## src/rtl/irqc_pkg.sv

```systemverilog
package irqc_pkg;
    localparam int NSRC    = 64;
    localparam int IDX_W   = $clog2(NSRC);
    localparam int CTRL_W  = 8;
    localparam int LVL_W   = 3;
    localparam int VEC_W   = 8;
    localparam int DATA_W  = 32;
    localparam int ADDR_W  = 8;
    localparam int HALF_W  = NSRC / 2;

    localparam logic [VEC_W-1:0] SPUR_VEC = 8'd24;
    localparam logic [VEC_W-1:0] VEC_BASE = 8'd64;

    localparam logic [ADDR_W-1:0] OFF_PEND_HI = 8'h00;
    localparam logic [ADDR_W-1:0] OFF_PEND_LO = 8'h04;
    localparam logic [ADDR_W-1:0] OFF_MASK_HI = 8'h08;
    localparam logic [ADDR_W-1:0] OFF_MASK_LO = 8'h0C;
    localparam logic [ADDR_W-1:0] OFF_FRC_HI  = 8'h10;
    localparam logic [ADDR_W-1:0] OFF_FRC_LO  = 8'h14;
    localparam logic [ADDR_W-1:0] OFF_MSET    = 8'h1C;
    localparam logic [ADDR_W-1:0] OFF_MCLR    = 8'h1D;
    localparam logic [ADDR_W-1:0] OFF_ACK     = 8'hE0;
    localparam logic [1:0]        CTRL_PAGE   = 2'b01;

    typedef struct packed {
        logic [NSRC-1:0]              pend;
        logic [NSRC-1:0]              mask;
        logic [NSRC-1:0]              frc;
        logic [NSRC-1:0][CTRL_W-1:0]  ctrl;
    } regs_t;

    typedef struct packed {
        logic [LVL_W-1:0] level;
        logic [VEC_W-1:0] vector;
    } out_t;
endpackage

```

## src/rtl/irqc_regs.sv

```systemverilog
module irqc_regs
    import irqc_pkg::*;
(
    input  logic                clk,
    input  logic                rst_n,
    input  logic [NSRC-1:0]     irq_lines,
    input  logic                bus_wr,
    input  logic [ADDR_W-1:0]   bus_addr,
    input  logic [DATA_W-1:0]   bus_wdata,
    output regs_t               regs_q
);
    regs_t regs_d;

    always_comb begin
        regs_d      = regs_q;
        regs_d.pend = irq_lines;
        if (bus_wr) begin
            if (bus_addr[ADDR_W-1 -: 2] == CTRL_PAGE) begin
                regs_d.ctrl[bus_addr[IDX_W-1:0]] = bus_wdata[CTRL_W-1:0];
            end else begin
                case (bus_addr)
                    OFF_MASK_HI: regs_d.mask[NSRC-1:HALF_W] = bus_wdata;
                    OFF_MASK_LO: regs_d.mask[HALF_W-1:0]    = bus_wdata;
                    OFF_FRC_HI:  regs_d.frc[NSRC-1:HALF_W]  = bus_wdata;
                    OFF_FRC_LO:  regs_d.frc[HALF_W-1:0]     = bus_wdata;
                    OFF_MSET:    regs_d.mask[bus_wdata[IDX_W-1:0]] = 1'b1;
                    OFF_MCLR:    regs_d.mask[bus_wdata[IDX_W-1:0]] = 1'b0;
                    default: ;
                endcase
            end
        end
    end

    always_ff @(posedge clk) begin
        if (!rst_n) begin
            regs_q.pend <= '0;
            regs_q.mask <= '1;
            regs_q.frc  <= '0;
            regs_q.ctrl <= '0;
        end else begin
            regs_q <= regs_d;
        end
    end

    assert_pend_tracks_R2: assert property (@(posedge clk) disable iff (!rst_n)
        1'b1 |=> regs_q.pend == $past(irq_lines));

    assert_mask_set_R8: assert property (@(posedge clk) disable iff (!rst_n)
        (bus_wr && bus_addr == OFF_MSET) |=> regs_q.mask[$past(bus_wdata[IDX_W-1:0])] == 1'b1);

    assert_mask_clr_R8: assert property (@(posedge clk) disable iff (!rst_n)
        (bus_wr && bus_addr == OFF_MCLR) |=> regs_q.mask[$past(bus_wdata[IDX_W-1:0])] == 1'b0);

    assert_frc_hold_R7: assert property (@(posedge clk) disable iff (!rst_n)
        !bus_wr |=> $stable(regs_q.frc) && $stable(regs_q.mask) && $stable(regs_q.ctrl));
endmodule

```

## src/rtl/irqc_select.sv

```systemverilog
module irqc_select
    import irqc_pkg::*;
(
    input  regs_t               regs,
    output logic                sel_valid,
    output logic [IDX_W-1:0]    sel_idx,
    output logic [LVL_W-1:0]    sel_level
);
    logic [NSRC-1:0] active;

    generate
        for (genvar g = 0; g < NSRC; g++) begin : g_act
            assign active[g] = (regs.pend[g] | regs.frc[g]) & ~regs.mask[g]
                             & (|regs.ctrl[g]);
        end
    endgenerate

    always_comb begin
        sel_valid = 1'b0;
        sel_idx   = '0;
        sel_level = '0;
        for (int i = 0; i < NSRC; i++) begin
            if (active[i] && regs.ctrl[i][LVL_W-1:0] >= sel_level) begin
                sel_valid = 1'b1;
                sel_idx   = IDX_W'(i);
                sel_level = regs.ctrl[i][LVL_W-1:0];
            end
        end
    end

    always_comb begin
        if (sel_valid) begin
            assert_winner_enabled_R3: assert (regs.ctrl[sel_idx] != '0 && !regs.mask[sel_idx]);
        end
    end
endmodule

```

## src/rtl/irqc_top.sv

```systemverilog
module irqc_top
    import irqc_pkg::*;
(
    input  logic                clk,
    input  logic                rst_n,
    input  logic [63:0]         irq_lines,
    input  logic [7:0]          bus_addr,
    input  logic                bus_wr,
    input  logic [31:0]         bus_wdata,
    output logic [31:0]         bus_rdata,
    output logic [2:0]          cpu_level,
    output logic [7:0]          cpu_vector
);
    regs_t            regs_q;
    logic             sel_valid;
    logic [IDX_W-1:0] sel_idx;
    logic [LVL_W-1:0] sel_level;
    out_t             out_d, out_q;

    irqc_regs u_regs (
        .clk       (clk),
        .rst_n     (rst_n),
        .irq_lines (irq_lines),
        .bus_wr    (bus_wr),
        .bus_addr  (bus_addr),
        .bus_wdata (bus_wdata),
        .regs_q    (regs_q)
    );

    irqc_select u_sel (
        .regs      (regs_q),
        .sel_valid (sel_valid),
        .sel_idx   (sel_idx),
        .sel_level (sel_level)
    );

    always_comb begin
        out_d = out_q;
        if (sel_valid) begin
            out_d.level  = sel_level;
            out_d.vector = VEC_BASE + VEC_W'(sel_idx);
        end else begin
            out_d.level  = '0;
            out_d.vector = SPUR_VEC;
        end
    end

    always_ff @(posedge clk) begin
        if (!rst_n) begin
            out_q.level  <= '0;
            out_q.vector <= SPUR_VEC;
        end else begin
            out_q <= out_d;
        end
    end

    always_comb begin
        bus_rdata = '0;
        if (bus_addr[ADDR_W-1 -: 2] == CTRL_PAGE) begin
            bus_rdata[CTRL_W-1:0] = regs_q.ctrl[bus_addr[IDX_W-1:0]];
        end else begin
            case (bus_addr)
                OFF_PEND_HI: bus_rdata = regs_q.pend[NSRC-1:HALF_W];
                OFF_PEND_LO: bus_rdata = regs_q.pend[HALF_W-1:0];
                OFF_MASK_HI: bus_rdata = regs_q.mask[NSRC-1:HALF_W];
                OFF_MASK_LO: bus_rdata = regs_q.mask[HALF_W-1:0];
                OFF_FRC_HI:  bus_rdata = regs_q.frc[NSRC-1:HALF_W];
                OFF_FRC_LO:  bus_rdata = regs_q.frc[HALF_W-1:0];
                OFF_ACK:     bus_rdata[VEC_W-1:0] = out_q.vector;
                default: ;
            endcase
        end
    end

    assign cpu_level  = out_q.level;
    assign cpu_vector = out_q.vector;

    assert_spur_level_R5: assert property (@(posedge clk) disable iff (!rst_n)
        (cpu_vector == SPUR_VEC) |-> (cpu_level == '0));

    assert_vec_range_R5: assert property (@(posedge clk) disable iff (!rst_n)
        (cpu_vector == SPUR_VEC) || (cpu_vector >= VEC_BASE));

    assert_all_masked_R3: assert property (@(posedge clk) disable iff (!rst_n)
        (&regs_q.mask) |=> (cpu_vector == SPUR_VEC));

    assert_no_ctrl_R3: assert property (@(posedge clk) disable iff (!rst_n)
        (regs_q.ctrl == '0) |=> (cpu_level == '0 && cpu_vector == SPUR_VEC));
endmodule

```

## config.mk

```make
export PLATFORM = sky130hd
export DESIGN_NAME = irqc_top
export DESIGN_NICKNAME = d
export VERILOG_FILES = /design/src/rtl/irqc_pkg.sv /design/src/rtl/irqc_regs.sv /design/src/rtl/irqc_select.sv /design/src/rtl/irqc_top.sv
export SDC_FILE = /design/constraint.sdc
export NUM_CORES = 2
export LEC_CHECK = 0
export ABC_AREA = 1
export BUFFER_PORTS_ARGS = -buffer_cell sky130_fd_sc_hd__clkbuf_2
export CORE_MARGIN = 1
export CORE_UTILIZATION = 35
export CTS_CLUSTER_SIZE = 16
export DETAILED_ROUTE_END_ITERATION = 10
export GPL_TIMING_DRIVEN = 0
export PLACE_DENSITY = 0.55
export SETUP_SLACK_MARGIN = 0.2
export SYNTH_ARGS = -nofsm -noshare
export SYNTH_HDL_FRONTEND = slang
export SYNTH_SLANG_ARGS = --single-unit
```

## constraint.sdc

```tcl
create_clock -name clk -period 53.6 [get_ports clk]
set_input_delay 5.36 -clock clk [delete_from_list [all_inputs] [get_ports clk]]
set_output_delay 5.36 -clock clk [all_outputs]
set_load 0.1 [all_outputs]
```

==> qor.txt <==
CTS tree -> built
# setup viols final -> 10
GRT Util Overall -> 35.8%
CP top delay family -> simple AND/OR/NAND/NOR gates
HPWL Detailed -> 154000 um
port bufs -> 139
dominant cell type by area after synthesis -> dfxtp_1
worst reg2reg endpoint -> cpu_vector[3]
Initial Util -> 35.4%
Compound-Gate Fraction of Synth Area -> 29.5%
Die Span Y -> 335 um
# DRC -> 0
library cells used by synthesis -> 63
largest family of logic cells by synthesized area -> compound AO/OA/AOI/OAI gates
Hold Vio Cnt, Final -> 0
Startpoint Class -> register
mux cell area share after synthesis -> 0%
Die X -> 335 um
fin crit period -> 56.83 ns
Antenna Nets Post-Route -> 0
grt ovf -> 0
M2 GR Usage -> 54.8%
most common cell in the netlist -> o21ai_0
first-pass GRT wire length -> 292000 um
EDFF count, synth -> 0
nets -> 6389
WS Path Type -> register to register
CTS HTree Levels -> 3
Slew headroom -> -18.2%
worst min-delay path category -> register to register
met1 Track Usage GR -> 44.4%
worst-path maximum fanout -> 7
post-synthesis cell count -> 5523
Reg2Reg Setup Slack -> -3.23 ns
synthesized flop and latch total -> 714
hold path depth -> 2
Worst-path clk slew -> 0.07 ns
core footprint -> 109000 um2
pre-CTS setup slack -> -7.74 ns
Max stage delay on crit path -> 0.34 ns
fraction of the yosys area taken by sequential cells -> 36.9%
Worst-Skew Late Latency -> 0.69 ns
Final WS setup -> -3.23 ns
Initial DRT Pass Iterations -> 7
initial antenna violation count -> 17
top cell type's share of synthesized area -> 36.9%
Cell Rows -> 121
RSZ-0062 raised after global routing -> true
ys async rst share -> 0%
Cell Area, Synth -> 38700 um2
IO Pins -> 150
Routed WL -> 211000 um
leak pwr -> 0.0203 uW
synth top area cells -> dfxtp_1, o21ai_0, a21oi_1, nand2_1, inv_1
peak supply drop -> 0.0000212 V
Clock Root Buffer -> clkbuf_16
Yosys Warn Count -> 0
reg2reg path depth -> 526
via count -> 46156
Hold WS -> 0.477 ns
Worst Path Required -> 54.16 ns
top cells by count, synth -> o21ai_0, nand2_1, a21oi_1
Hold Path Origin -> u_regs.regs_q[439]
max-slew violation count -> 111
worst r2r src -> u_regs.regs_q[640]
simple-gate portion of the synthesized area -> 21.0%
largest net degree at the start of global routing -> 14
Avg Inst Size Synth -> 7.01 um2
Tightest Pin Transition -> 1.75 ns
vias in the first global route -> 42019
Final Skew -> 0.0279 ns
final period utilization -> 106%
Worst Path Buf+Inv -> 114
Max-Cap Viols -> 20
Synth Area in XOR/XNOR -> 0%
Bufs on Longest Clock Path -> 3
Synth Net Count -> 5724
post-synthesis adder-cell area fraction -> 3.04%
GR Util met3 -> 8.95%
crit path DAT -> 57.39 ns
Min-Delay Endpoint -> u_regs.regs_q[439]
DIE AREA -> 112000 um2
FMAX -> 17.6 MHz
gr busiest metal -> met2
most used cell, CP -> nand2_2
status -> finished, violations left
Via density -> 5.96
Crit. End Element -> register
Most used DFF post-synth -> dfxtp_1
CTS buffer count -> 83
initial DRC count -> 5785
CTS Hold Bufs -> 0
Worst path slowest cell -> dfxtp_2
CTS sink cnt -> 714
layout cells sized above 1 -> 23.1%
pwr/cell area -> 24.1 nW/um2
failing checks -> max-capacitance violations, max-slew violations, negative setup slack
Layout area overhead -> 30.1%
Placer Congestion -> 1.04
Routed wire per std cell -> 27.3 um
==> repair_timing <==
item                       4_1_cts  5_1_grt
setup endpoints to repair       10       10
pin swaps                      286      323
resized for setup              229      315
setup buffers                  337       92
==> flip-flops by register name, indices dropped and copies added, names as in the netlist <==
register,count
u_regs.regs_q,704
cpu_vector,7
cpu_level,3
==> routing by layer <==
metal  up-vias  wire length [um]
met5         -                95
met3       688             22300
met4        14             15900
met1     22171             81200
met2      2714             91700
li1      20569                 -
==> worst max-delay path by stage <==
| stage | end | slack (ns) | startpoint | cells past startpoint |
|---|---|---|---|---|
| final | cpu_vector[3] | -3.23 | u_regs.regs_q[640] | 526 |
| after global routing | cpu_vector[3] | -6.77 | u_regs.regs_q[640] | 535 |
| after CTS | cpu_vector[3] | -2.78 | u_regs.regs_q[512] | 528 |
| after detailed placement | cpu_vector[3] | -7.74 | u_regs.regs_q[640] | 534 |
| after global placement | cpu_vector[3] | -6.97 | u_regs.regs_q[640] | 535 |
| after floorplan | cpu_vector[3] | 0.07 | u_regs.regs_q[1] | 538 |
==> placed cells by master, fill, tap and decap left out, types with 27 or more instances in the layout <==
master / instances
a21oi_1: 731
a21oi_2: 33
a221oi_1: 77
a22o_1: 35
a22oi_1: 49
buf_4: 414
clkbuf_1: 323
clkbuf_16: 84
clkbuf_2: 144
dfxtp_1: 710
ha_1: 48
ha_4: 46
inv_1: 542
inv_2: 81
nand2_1: 642
nand2_2: 166
nand2_4: 102
nand3_1: 220
nand3_2: 78
nand4_1: 62
nor2_1: 193
nor3_1: 33
nor4_1: 108
o211ai_1: 47
o21ai_0: 755
o21ai_1: 27
o21ai_2: 47
o21ai_4: 36
o22ai_1: 104
==> report_power, final <==
group / switching, uW / internal [uW]
Combinational: 63.7 / 13.8
Sequential: 3.37 / 534
Clock: 254 / 345
==> cell type report <==
| type | instances | area, um2 |
|---|---|---|
| clock inverter | 37 | 437 |
| antenna | 10 | 25.0 |
| multi-input combinational | 3832 | 23500 |
| fill | 11151 | 58900 |
| sequential | 714 | 14300 |
| buffer | 321 | 1220 |
| inverter | 656 | 2540 |
| tap | 1476 | 1850 |
| clock buffer | 114 | 2330 |
| timing repair buffer | 580 | 4180 |
==> logic make-up (layout without fill, tap and decap cells) <==
family / Yosys count / after routing
AOI/OAI and AO/OA: 2053 / 2053
other: 1 / 11
DFF: 714 / 714
buffers and inverters: 977 / 1708
adders and majority gates: 94 / 94
and+or+nand+nor: 1684 / 1684
==> metrics by stage <==
stage | instance area [um2] | setup TNS (ns) | util [%] | power (uW) | std cells
2_1_floorplan | 39200 | 0 | - | 580 | 5523
3_3_place_gp | 41700 | -66.91 | 38.2 | 621 | 7138
3_5_place_dp | 41900 | -74.69 | 38.3 | 621 | 7146
4_1_cts | 48200 | -27.46 | 44.1 | 1210 | 7634
5_1_grt | 50400 | -67.36 | 46.1 | 1230 | 7730
6_report | 50400 | -31.69 | 46.1 | 1210 | 7740
==> tightest hold or removal path: stages, from the launching register on <==
cell     delay (ns)
dfxtp_1        0.33
inv_1          0.05
a21oi_1        0.05
Note: power is estimated with default switching activity, not from simulation.
